===== src/rtl/sw2_pkg.sv =====
package sw2_pkg;
  localparam int NPORT = 2;
  localparam int MASK_W = NPORT;

  typedef logic [NPORT-1:0] portset_t;

  // Index of the set bit in a one-hot two-port set.
  function automatic logic port_of(input portset_t s);
    return s[1];
  endfunction
endpackage


===== src/rtl/sw2_slot.sv =====
module sw2_slot #(
  parameter int W = 8
) (
  input  logic         clk,
  input  logic         rst_n,
  input  logic         load,
  input  logic         clear,
  input  logic [W-1:0] d,
  output logic         full,
  output logic [W-1:0] q
);
  // Load has priority so a slot emptied on this edge can be refilled.
  always_ff @(posedge clk or negedge rst_n) begin
    if (!rst_n) begin
      full <= 1'b0;
      q    <= '0;
    end else if (load) begin
      full <= 1'b1;
      q    <= d;
    end else if (clear) begin
      full <= 1'b0;
    end
  end
endmodule


===== src/rtl/sw2_alloc.sv =====
module sw2_alloc
  import sw2_pkg::*;
(
  input  logic       clk,
  input  logic       rst_n,
  input  portset_t   req0,
  input  portset_t   req1,
  input  portset_t   free,
  output logic [1:0] g_vld,
  output logic [1:0] g_dst
);
  portset_t e0, e1;
  logic     sp_q, cp_q;
  logic     sp_use, cp_use;

  always_comb begin
    e0     = req0 & free;
    e1     = req1 & free;
    g_vld  = '0;
    g_dst  = '0;
    sp_use = 1'b0;
    cp_use = 1'b0;
    case ({e1 != '0, e0 != '0})
      2'b01: begin
        g_vld[0] = 1'b1;
        if (e0 == 2'b11) begin
          g_dst[0] = sp_q;
          sp_use   = 1'b1;
        end else begin
          g_dst[0] = port_of(e0);
        end
      end
      2'b10: begin
        g_vld[1] = 1'b1;
        if (e1 == 2'b11) begin
          g_dst[1] = sp_q;
          sp_use   = 1'b1;
        end else begin
          g_dst[1] = port_of(e1);
        end
      end
      2'b11: begin
        if (e0 == 2'b11 && e1 == 2'b11) begin
          g_vld    = 2'b11;
          g_dst[0] = sp_q;
          g_dst[1] = ~sp_q;
          sp_use   = 1'b1;
        end else if (e0 == 2'b11) begin
          g_vld    = 2'b11;
          g_dst[1] = port_of(e1);
          g_dst[0] = ~port_of(e1);
        end else if (e1 == 2'b11) begin
          g_vld    = 2'b11;
          g_dst[0] = port_of(e0);
          g_dst[1] = ~port_of(e0);
        end else if (e0 != e1) begin
          g_vld    = 2'b11;
          g_dst[0] = port_of(e0);
          g_dst[1] = port_of(e1);
        end else begin
          cp_use      = 1'b1;
          g_vld[cp_q] = 1'b1;
          g_dst[cp_q] = port_of(e0);
        end
      end
      default: ;
    endcase
  end

  always_ff @(posedge clk or negedge rst_n) begin
    if (!rst_n) begin
      sp_q <= 1'b0;
      cp_q <= 1'b0;
    end else begin
      sp_q <= sp_q ^ sp_use;
      cp_q <= cp_q ^ cp_use;
    end
  end
endmodule


===== src/rtl/sw2_xbar.sv =====
module sw2_xbar
  import sw2_pkg::*;
#(
  parameter int DATA_W = 8
) (
  input  logic                      clk,
  input  logic                      rst_n,
  input  logic [NPORT-1:0]          in_valid,
  output logic [NPORT-1:0]          in_ready,
  input  logic [NPORT*MASK_W-1:0]   in_mask,
  input  logic [NPORT*DATA_W-1:0]   in_data,
  output logic [NPORT-1:0]          out_valid,
  input  logic [NPORT-1:0]          out_ready,
  output logic [NPORT*DATA_W-1:0]   out_data
);
  localparam int SLOT_W = MASK_W + DATA_W;

  logic [NPORT-1:0]  in_full;
  logic [SLOT_W-1:0] in_q [NPORT];
  portset_t          req [NPORT];
  logic [NPORT-1:0]  drop;
  logic [DATA_W-1:0] out_q [NPORT];
  portset_t          free;
  logic [1:0]        g_vld;
  logic [1:0]        g_dst;

  for (genvar i = 0; i < NPORT; i++) begin : g_in
    logic [MASK_W-1:0] mask_q;
    assign mask_q      = in_q[i][SLOT_W-1 -: MASK_W];
    assign in_ready[i] = ~in_full[i];
    assign drop[i]     = in_full[i] & (mask_q == '0);
    assign req[i]      = in_full[i] ? mask_q : '0;

    sw2_slot #(.W(SLOT_W)) u_slot (
      .clk   (clk),
      .rst_n (rst_n),
      .load  (in_valid[i] & ~in_full[i]),
      .clear (g_vld[i] | drop[i]),
      .d     ({in_mask[i*MASK_W +: MASK_W], in_data[i*DATA_W +: DATA_W]}),
      .full  (in_full[i]),
      .q     (in_q[i])
    );
  end

  sw2_alloc u_alloc (
    .clk   (clk),
    .rst_n (rst_n),
    .req0  (req[0]),
    .req1  (req[1]),
    .free  (free),
    .g_vld (g_vld),
    .g_dst (g_dst)
  );

  for (genvar j = 0; j < NPORT; j++) begin : g_out
    logic              hit0, hit1;
    logic [DATA_W-1:0] xsel;
    assign hit0    = g_vld[0] && (g_dst[0] == 1'(j));
    assign hit1    = g_vld[1] && (g_dst[1] == 1'(j));
    assign xsel    = hit1 ? in_q[1][DATA_W-1:0] : in_q[0][DATA_W-1:0];
    assign free[j] = ~out_valid[j] | out_ready[j];
    assign out_data[j*DATA_W +: DATA_W] = out_q[j];

    sw2_slot #(.W(DATA_W)) u_slot (
      .clk   (clk),
      .rst_n (rst_n),
      .load  (hit0 | hit1),
      .clear (out_ready[j]),
      .d     (xsel),
      .full  (out_valid[j]),
      .q     (out_q[j])
    );
  end
endmodule


===== config.mk =====
export PLATFORM = sky130hd
export DESIGN_NAME = sw2_xbar
export DESIGN_NICKNAME = d
export VERILOG_FILES = /design/src/rtl/sw2_pkg.sv /design/src/rtl/sw2_slot.sv /design/src/rtl/sw2_alloc.sv /design/src/rtl/sw2_xbar.sv
export SDC_FILE = /design/constraint.sdc
export NUM_CORES = 1
export LEC_CHECK = 0
export BUFFER_PORTS_ARGS = -buffer_cell sky130_fd_sc_hd__buf_2
export CAP_MARGIN = 30
export CORE_UTILIZATION = 40
export CTS_CLUSTER_DIAMETER = 60
export DETAILED_ROUTE_END_ITERATION = 7
export PLACE_DENSITY = 0.74
export SLEW_MARGIN = 0
export SYNTH_ARGS = -nofsm -noshare
export SYNTH_HDL_FRONTEND = slang
export SYNTH_SLANG_ARGS = --single-unit

===== constraint.sdc =====
create_clock -name clk -period 5.25 [get_ports clk]
set_input_delay 0 -clock clk [delete_from_list [all_inputs] [get_ports clk]]
set_output_delay 0 -clock clk [all_outputs]
set_load 0.01 [all_outputs]

# Yosys cells after proc, flatten, opt, wreduce, memory -nomap -nowiden
# Index checks and enable logic that the tools add are counted.
dict set report totals {
  inputBits 26
  register_bits 42
  output_inout_bits 20
  wordCells 93
}
dict set report classes {
  n_reduce_logical 14
  order_cmp 2
  eq_ne 6
  bitwise_logic 24
  muxes 37
}
# op n
set ops {}
lappend ops {{2-bit 2-to-1 mux} 10}
lappend ops {{1-bit 2-to-1 mux} 19}
lappend ops {{8-bit 2-to-1 mux} 2}
lappend ops {{2-bit nonzero test} 6}
lappend ops {{1-bit NOT} 9}
lappend ops {{2-bit equality test, second input constant} 4}
lappend ops {{1-bit one-hot mux with 2 select lines} 4}
lappend ops {{2-bit bitwise AND} 3}
lappend ops {{1-bit logical AND} 6}
lappend ops {{1-bit bitwise OR} 6}
lappend ops {{1-bit bitwise AND} 4}
lappend ops {{2-bit zero test} 2}
lappend ops {{1-bit one-hot mux with 3 select lines} 1}
lappend ops {{2-bit by 1-bit equality test with 1-bit output, second input constant} 1}
lappend ops {{1-bit by 2-bit less-than comparator with 1-bit output, second input constant} 1}
lappend ops {{2-bit != test} 1}
lappend ops {{1-bit XOR} 2}
lappend ops {{1-bit demux with 1-bit select} 1}
lappend ops {{1-bit >= comparator, second input constant} 1}

# Logic depth before layout (Yosys ltp)
# Gate-level depths: netlist of run 1.
dict set report depth {
  depth_word 14
  depth_mapped 8
  depth_no_buf 6
}

# Hierarchy
# From an unflattened synthesis of run 1, not the netlist that was laid out.
dict set report hier_totals {
  cells_unflattened 162
  hier_area_um2 2260.9
}
# mod instances cells_per_inst area_each_um2 seq_area_each_um2
set modules_own_cells {}
lappend modules_own_cells {{sw2_slot at g_in[0].u_slot ...} 2 24 445.4 275.3}
lappend modules_own_cells {{sw2_slot at g_out[0].u_slot ...} 2 20 369.1 225.2}
lappend modules_own_cells {sw2_xbar 1 36 326.6 0.0}
lappend modules_own_cells {sw2_alloc 1 38 305.3 50.0}

# Worst setup path after synthesis of run 1
# OpenSTA, ideal clock, no wires.
dict set report synth_timing {
  path_type {reg2reg}
  start {register g_in[0].u_slot.full}
  end {register g_out[0].u_slot.q[7]}
  setup_time_ns 0.086
  path_stages_with_launch 9
  slack_ns 3.129
  required_time_ns 5.164
  synth_period_minus_slack_ns 2.121
  t_arrival_ns 2.035
  path_cell_list {dfrtp_1 -> and2_2 -> xnor2_2 -> a222oi_1 -> a211o_1 -> buf_4 -> buf_8 -> nand2_1 -> o221ai_2}
}
dict set report synth_via {
  elab_chain_len 11
  word_cells_on_any_way 30
  cone_classes {eq/ne (5); mux (15); bitwise (6); reduce/logical (4)}
}
# item line
set synth_lines {}
lappend synth_lines {{start, declared} sw2_slot.sv:9} ;# output logic full,
lappend synth_lines {{start signal, assigned} sw2_slot.sv:15} ;# full <= 1'b0;
lappend synth_lines {{start signal, assigned} sw2_slot.sv:18} ;# full <= 1'b1;
lappend synth_lines {{start signal, assigned} sw2_slot.sv:21} ;# full <= 1'b0;
lappend synth_lines {{2-bit 2-to-1 mux *} sw2_xbar.sv:32} ;# assign req[i] = in_full[i] ? mask_q : '0;
lappend synth_lines {{2-bit bitwise AND *} sw2_alloc.sv:17} ;# e0 = req0 & free;
lappend synth_lines {{2-bit != test / 2-bit bitwise AND (equally long branches)} n/a}
lappend synth_lines {{2-bit 2-to-1 mux} sw2_alloc.sv:56} ;# end else if (e0 != e1) begin
lappend synth_lines {{2-bit 2-to-1 mux} sw2_alloc.sv:52} ;# end else if (e1 == 2'b11) begin
lappend synth_lines {{2-bit 2-to-1 mux} sw2_alloc.sv:48} ;# end else if (e0 == 2'b11) begin
lappend synth_lines {{2-bit 2-to-1 mux} sw2_alloc.sv:43} ;# if (e0 == 2'b11 && e1 == 2'b11) begin
lappend synth_lines {{1-bit one-hot mux with 2 select lines} sw2_alloc.sv:23} ;# case ({e1 != '0, e0 != '0})
lappend synth_lines {{1-bit NOT (on tied branches)} {sw2_xbar.sv:59, sw2_xbar.sv:58}}
lappend synth_lines {{1-bit logical AND (on tied branches)} {sw2_xbar.sv:59, sw2_xbar.sv:58}}
lappend synth_lines {{8-bit 2-to-1 mux / 1-bit bitwise OR (equally long branches)} {sw2_xbar.sv:60, sw2_xbar.sv:67}}
lappend synth_lines {{end signal, assigned} sw2_slot.sv:16} ;# q <= '0;
lappend synth_lines {{end signal, assigned} sw2_slot.sv:19} ;# q <= d;
lappend synth_lines {{end, declared} sw2_slot.sv:10} ;# output logic [W-1:0] q
# Every way passes the cells marked *; elsewhere a longest branch is shown, timed or not.
# A chain may end at the register's enable or synchronous reset.

# Worst setup path in the final report of run 1
dict set report layout_timing {
  start {register g_in[0].u_slot.full}
  end {register g_out[0].u_slot.q[6]}
}
# The elaborated chain is that of the path after synthesis.

==> summary.md, run 1 <==
| Metric | Value |
|---|---|
| Status | `finished clean` |
| Port-buffer cells | `45` |
| Post-cts repair resize count | `0` |
| Hold Path Class | `in2reg` |
| Final Hold Vio Count | `0` |
| TritonCTS Sinks | `42` |
| Tightest Pin Transition | `0.9630 ns` |
| Post-synth ARST share | `100.0%` |
| Antenna Diode Count | `0` |
| CP Capture Type | `flip-flop` |
| Adder-cell share of the synthesized area | `0%` |
| Skew final | `0.005170 ns` |
| Compound-Gate Fraction of Synth Area | `20.91%` |
| EDFF count, synth | `0` |
| Num CTS Buffers | `5` |
| Period utilization | `51.06%` |
| Cells after Synth | `200` |
| Final #Nets | `290` |
| CTS tree | `yes` |
| First-pass GRT wire length | `7803 µm` |
| Syn-to-layout area delta | `27.52%` |
| I/O pin count | `46` |
| Die area | `5546 µm²` |
| Combinational share of power | `49.0%` |
| Clock Tree Buf Depth | `2` |
| Cell Int Power | `0.9967 mW` |
| Most frequent cells in the layout | `45 x buf_2, 42 x dfrtp_1, 32 x nand2_1` |
| Via-to-Cell Ratio | `5.206` |
| Fill count | `469` |
| CP max FO | `18` |
| Via count | `1,744` |
| CP top delay family | `compound AO/OA/AOI/OAI gates` |
| Post-synth cell types | `42` |
| Pwr Density | `637.1 nW/µm²` |
| Pleak | `1.193 nW` |
| Rows | `26` |
| Commonest non-fill, non-tap cell in the layout | `buf_2` |
| Final WL | `4701 µm` |
| Mean post-synth cell area | `10.50 µm²` |
| Antenna violations before repair | `0` |
| Metal-1 WL | `2087 µm` |
| Sequential fraction of the synthesis area | `50.03%` |
| Total setup buffers inserted after CTS | `0` |
| Net Sw Frac | `41.60%` |
| Internal reg-to-reg setup slack | `2.57 ns` |
| CP Depth | `6` |
| Mux share of post-synthesis cell area | `6.432%` |
| Crit path launch type | `flip-flop` |
| WP data arrival | `2.89 ns` |
| Wire per inst | `14.03 µm` |
| Hold Worst Slack | `0.1657 ns` |
| Root Driver | `clkbuf_8` |
| Max Freq | `0.3730 GHz` |
| Initial Utilization | `41.40%` |
| Reg clk slew, reported paths | `0.08 ns` |
| Max-slew violation count | `0` |
| Share of cells above drive strength 1 | `32.45%` |
| DRC Markers | `0` |
| Clock H-tree levels | `2` |
| Final HPWL DP | `3361 µm` |
| Crit path cell chain | `and2_4 > o21ai_0 > a311oi_2 > a211o_1 > nand2_1 > o221ai_2` |
| Yosys warning count | `0` |
| Sw Pwr | `0.7101 mW` |
| GR Overflow Total | `0` |
| GPL Wtd Cong | `0.9378` |
| Vias in the first global route | `1,648` |
| Critical path data required time | `5.46 ns` |
| Top routing layer in use | `met4` |
| Simple-gate share of the synthesized area | `13.64%` |
| CP bufs+invs | `0` |
| Tot GR Track Use | `18.69%` |
| Routed met3 length | `363 µm` |
| Syn Nets | `226` |
| Largest net degree at the start of global routing | `43` |
| Die Wd | `74.47 µm` |
| DIE HEIGHT | `74.47 µm` |
| Synthesized cell area | `2101 µm²` |
| WL met2 | `2162 µm` |
| FF-to-FF path depth | `6` |
| CTS Hold Buffers Added | `21` |
| ANT nets after route | `0` |
| Worst vdd ir | `0.0001883 V` |
| Crit path max-delay cell type | `a311oi_2` |
| Unrepaired setup endpoints after global routing | `false` |
| Max Cap Violations | `0` |
| Critical path type | `reg2reg` |
| Power consumption | `1.707 mW` |
| Setup tns final | `0 ns` |
| Initial DRC count | `185` |
| Crit-path max cell delay | `0.86 ns` |
| Ys flop type | `dfrtp_1` |
| Slew headroom | `35.80%` |
| XOR/XNOR share of the synthesized area | `2.025%` |
| Worst hold stages | `3` |
| CORE AREA | `5075 µm²` |
| Largest family of logic cells by synthesized area | `compound AO/OA/AOI/OAI gates` |
| Number of synthesized register bits | `42` |
| Register share of total power | `36.4%` |
| Final min period | `2.681 ns` |
| Later-pin clock latency in the skew report | `0.30 ns` |
| First-pass detailed-route iteration total | `4` |
| Clock power share | `14.6%` |
| Final setup vio count | `0` |
-- path summary, 6_finish.rpt --
| kind | to | start |
|---|---|---|
| max | g_out[0].u_slot.q[6]$_DFFE_PN0P_ | g_in[0].u_slot.full$_DFFE_PN0P_ |
| max in group asynchronous | g_out[0].u_slot.full$_DFFE_PN0P_ | rst_n |
| min | g_in[1].u_slot.full$_DFFE_PN0P_ | in_valid[1] |
| min reg2reg | g_out[1].u_slot.q[6]$_DFFE_PN0P_ | g_in[1].u_slot.q[6]$_DFFE_PN0P_ |
| max reg2reg | g_out[0].u_slot.q[6]$_DFFE_PN0P_ | g_in[0].u_slot.full$_DFFE_PN0P_ |
| min in group asynchronous | g_in[1].u_slot.q[0]$_DFFE_PN0P_ | rst_n |
-- per-layer routing --
metal  vias up  GRT usage [%]
met5         -              0
met1       817          27.25
met2        71          26.93
met4         0          6.709
li1        843              -
met3        13          4.607
-- power groups by stage --
stage | Combinational, mW | Clock [mW] | Sequential [mW]
after CTS | 0.838 | 0.255 | 0.619
after detailed placement | 0.820 | 0 | 0.624
final | 0.837 | 0.249 | 0.621
after global placement | 0.794 | 0 | 0.620
after global routing | 0.939 | 0.264 | 0.642
after floorplan | 0.636 | 0 | 0.619
-- cells in the mapped netlist, drive strengths merged, types with 3 or more instances --
master	number	area [µm²]
dfrtp	42	1051
nand2	32	120.1
inv	20	75.07
o21ai	20	100.1
mux2	12	135.1
nand3	11	55.05
o221ai	8	120.1
o311ai	8	70.07
buf	6	56.30
clkbuf	4	15.01
and2	3	25.03
or3	3	20.02
xnor2	3	33.79
-- cell families after synthesis --
group,count (synthesis)
AO/OA/AOI/OAI,54
XOR/XNOR,4
buffers and inverters,30
flip-flops,42
multiplexers,12
AND/OR/NAND/NOR,58
-- through the flow --
stage          util [%]  instance area [µm²]  cells  setup WS, ns
2_1_floorplan         -                 2101    200         3.129
4_1_cts           52.79                 2679    335         2.564
3_3_place_gp      46.28                 2349    305         2.718
5_1_grt           52.79                 2679    335         2.293
3_5_place_dp      46.50                 2360    306         2.574
6_report          52.79                 2679    335         2.569
-- layout make-up --
| class | instances | area [µm²] | share of cell area (%) |
|---|---|---|---|
| Tap cell | 70 | 87.58 | 3.269 |
| Clock buffer | 5 | 68.82 | 2.569 |
| Clock inverter | 3 | 40.04 | 1.495 |
| Inverter | 20 | 75.07 | 2.802 |
| Timing Repair Buffer | 67 | 446.7 | 16.67 |
| Multi-Input combinational cell | 128 | 909.6 | 33.96 |
| Sequential cell | 42 | 1051 | 39.23 |
-- sequential cells by signal, summed over array words and instances, names as in the netlist --
| signal | count |
|---|---|
| g_out.u_slot.full | 2 |
| u_alloc.cp_q | 1 |
| g_out.u_slot.q | 16 |
| g_in.u_slot.full | 2 |
| u_alloc.sp_q | 1 |
| g_in.u_slot.q | 20 |
-- tightest hold or removal path, stage by stage --
cell	delay, ns
buf_2	0.10
nor2b_1	0.17
o21bai_1	0.16
Power figures use the tool's default switching activity.
==> run 2, diff against run 1 <==
Settings changed: PLACE_DENSITY 0.74 to 0.76.
Clock period 5.25 ns to 2.1 ns, I/O delays scaled along.
==> summary.md, run 2 (same netlist as run 1, synthesis figures left out) <==
| Metric | Value |
|---|---|
| Antenna violations before repair | `0 (unchanged)` |
| Worst Setup SP | `g_out[1].u_slot.full$_DFFE_PN0P_` |
| Antenna Diode Count | `0 (unchanged)` |
| Most frequent cells in the layout | `45 x buf_2, 40 x dfrtp_1, 32 x nand2_1` |
| Initial DRC count | `98 (-47%)` |
| CP top delay family | `simple AND/OR/NAND/NOR gates` |
| Clock H-tree levels | `2 (unchanged)` |
| Critical path data required time | `2.32 ns (-3.14 ns)` |
| Worst vdd ir | `0.0004774 V (+150%)` |
| DRC Markers | `0 (unchanged)` |
| Final Hold Vio Count | `0 (unchanged)` |
| Net Sw Frac | `40.49% (-1.1 points)` |
| I/O pin count | `46 (unchanged)` |
| First-pass detailed-route iteration total | `4 (unchanged)` |
| Regs by FF count | `g_in.u_slot.q: 20 flops, g_out.u_slot.q: 16 flops` |
| Hold Worst Slack | `0.1566 ns (-0.009140 ns)` |
| Final setup vio count | `0 (unchanged)` |
| CORE AREA | `5075 µm² (unchanged)` |
| ANT nets after route | `0 (unchanged)` |
| Placed inst area | `2445 µm² (+3.6%)` |
| Tot GR Track Use | `19.10% (+0.41 points)` |
| Hold Path Class | `in2reg` |
| Critical path type | `reg2reg` |
| Final #Nets | `302 (+4.1%)` |
| Vias in the first global route | `1,672 (+1.5%)` |
| Via count | `1,840 (+5.5%)` |
| Crit Reg-Reg Startpoint | `g_out[1].u_slot.full$_DFFE_PN0P_` |
| Die Wd | `74.47 µm (unchanged)` |
| Final min period | `2.005 ns (-0.6754 ns)` |
| Root Driver | `clkbuf_8` |
| Final WL | `4877 µm (+3.7%)` |
| Register share of total power | `34.2% (-2.2 points)` |
| Sw Pwr | `1.852 mW (+160%)` |
| Die area | `5546 µm² (unchanged)` |
| Tightest Pin Transition | `0.9159 ns (-0.04708 ns)` |
| DIE HEIGHT | `74.47 µm (unchanged)` |
| Crit path launch type | `flip-flop` |
| Crit path cell chain | `and2b_2 > o22a_1 > or3_1 > a41o_1 > buf_4 > and2_4 > o221ai_2` |
| Max FFs per register | `20 (unchanged)` |
| Port-buffer cells | `45 (unchanged)` |
| WP data arrival | `2.22 ns (-0.67 ns)` |
| Max Freq | `0.4987 GHz (+34%)` |
| Pleak | `1.257 nW (+5.4%)` |
| CP max FO | `10 (-8)` |
| Reg clk slew, reported paths | `0.08 ns (about the same)` |
| Clock power share | `13.9% (-0.7 points)` |
| GR Overflow Total | `0 (unchanged)` |
| Wire per inst | `14.05 µm (+0.16%)` |
| Max Cap Violations | `0 (unchanged)` |
| Layout Utilization | `55.18% (+2.4 points)` |
| FF-to-FF path depth | `7 (+1)` |
| Final HPWL DP | `3429 µm (+2.0%)` |
| CTS tree | `yes` |
| Commonest non-fill, non-tap cell in the layout | `buf_2` |
| Pwr Density | `1634 nW/µm² (+160%)` |
| Skew final | `0.008236 ns (+0.003066 ns)` |
| Hold path startpoint | `out_ready[0]` |
| Share of cells above drive strength 1 | `36.10% (+3.6 points)` |
| Cell Int Power | `2.722 mW (+170%)` |
| Post-route cell area | `2800 µm² (+4.5%)` |
| Largest net degree at the start of global routing | `43 (unchanged)` |
| Hold endpoint | `g_out[0].u_slot.full$_DFFE_PN0P_` |
| Rows | `26 (unchanged)` |
| Placement Setup Slack | `0.08026 ns (-2.494 ns)` |
| Num CTS Buffers | `5 (unchanged)` |
| Syn-to-layout area delta | `33.29%` |
| CP bufs+invs | `1 (+1)` |
| Clock Tree Buf Depth | `2 (unchanged)` |
| Largest Register | `g_in.u_slot.q` |
| Initial Utilization | `41.40% (unchanged)` |
| TritonCTS Sinks | `42 (unchanged)` |
| Later-pin clock latency in the skew report | `0.30 ns (about the same)` |
| Combinational share of power | `51.9% (+2.9 points)` |
| Max-slew violation count | `0 (unchanged)` |
| Slew headroom | `38.94% (+3.1 points)` |
| Worst setup margin | `0.09469 ns (-2.475 ns)` |
| Internal reg-to-reg setup slack | `0.09 ns (-2.47 ns)` |
| Worst hold stages | `3 (unchanged)` |
| First-pass GRT wire length | `7976 µm (+2.2%)` |
| Status | `finished clean` |
| Crit-path max cell delay | `0.38 ns (-0.48 ns)` |
| Via-to-Cell Ratio | `5.303 (+1.9%)` |
| RR Endpoint | `g_out[0].u_slot.q[3]$_DFFE_PN0P_` |
| Period utilization | `95.49% (+44 points)` |
| Power consumption | `4.574 mW (+170%)` |
| Crit path max-delay cell type | `dfrtp_1` |
| CP Capture Type | `flip-flop` |
| GPL Wtd Cong | `0.9148 (-2.5%)` |
[run 2: changes by cell type in the layout (fill, tap and decap cells not counted), sizes merged]
| cell | previous run | this run |
|---|---|---|
| buf | 46 | 58 |
| clkbuf | 5 | 6 |
| clkinv | 2 | 0 |
| clkinvlp | 0 | 1 |
[run 2: worst max path at each step]
| stage | end | slack, ns | depth (start not counted) |
|---|---|---|---|
| after floorplan | g_out[0].u_slot.q[7]$_DFFE_PN0P_ | 0.0009 | 8 |
| after global placement | g_out[0].u_slot.q[0]$_DFFE_PN0P_ | 0.14 | 7 |
| after detailed placement | g_out[0].u_slot.q[3]$_DFFE_PN0P_ | 0.08 | 7 |
| after CTS | g_out[0].u_slot.q[3]$_DFFE_PN0P_ | 0.07 | 7 |
| after global routing | g_out[0].u_slot.q[4]$_DFFE_PN0P_ | -0.0007 | 7 |
| final | g_out[0].u_slot.q[3]$_DFFE_PN0P_ | 0.09 | 7 |
[run 2: routing by layer]
metal	track usage, %	wire length, µm
met1	27.47	2220
met2	27.63	2332
met3	4.607	260
met4	7.757	63
met5	0	0
[run 2: metrics by stage]
stage                     std cells    TNS (ns)
after floorplan                 200           0
after global placement          316           0
after detailed placement        316           0
after CTS                       345           0
after global routing            347  -0.0006903
final                           347           0
[run 2: repair_timing]
action | CTS | global route
setup buffers | 0 | 2
resized for setup | 0 | 6
setup endpoints to repair | 0 | 13
hold endpoints to repair | 62 | 0
hold buffers | 21 | 0
[run 2: final cells by class]
class,instances,area (µm²)
clock inverters,2,37.54
inverters,20,75.07
flip-flops and latches,42,1054
well taps,70,87.58
repair buffers,79,545.5
clock buffers,6,72.57
multi-input cells,128,928.4
fillers,456,2275
[run 2: power by group through the flow]
stage,registers [mW],logic [mW],clock network (mW)
2_1_floorplan,1.55,1.60,0
3_3_place_gp,1.56,2.19,0
3_5_place_dp,1.57,2.26,0
4_1_cts,1.55,2.31,0.645
5_1_grt,1.62,2.63,0.678
6_report,1.57,2.37,0.636
[run 2: tightest hold or removal path: stages]
cell and delay [ns]:
buf_2 0.11, nand2b_2 0.21, nand3_1 0.10
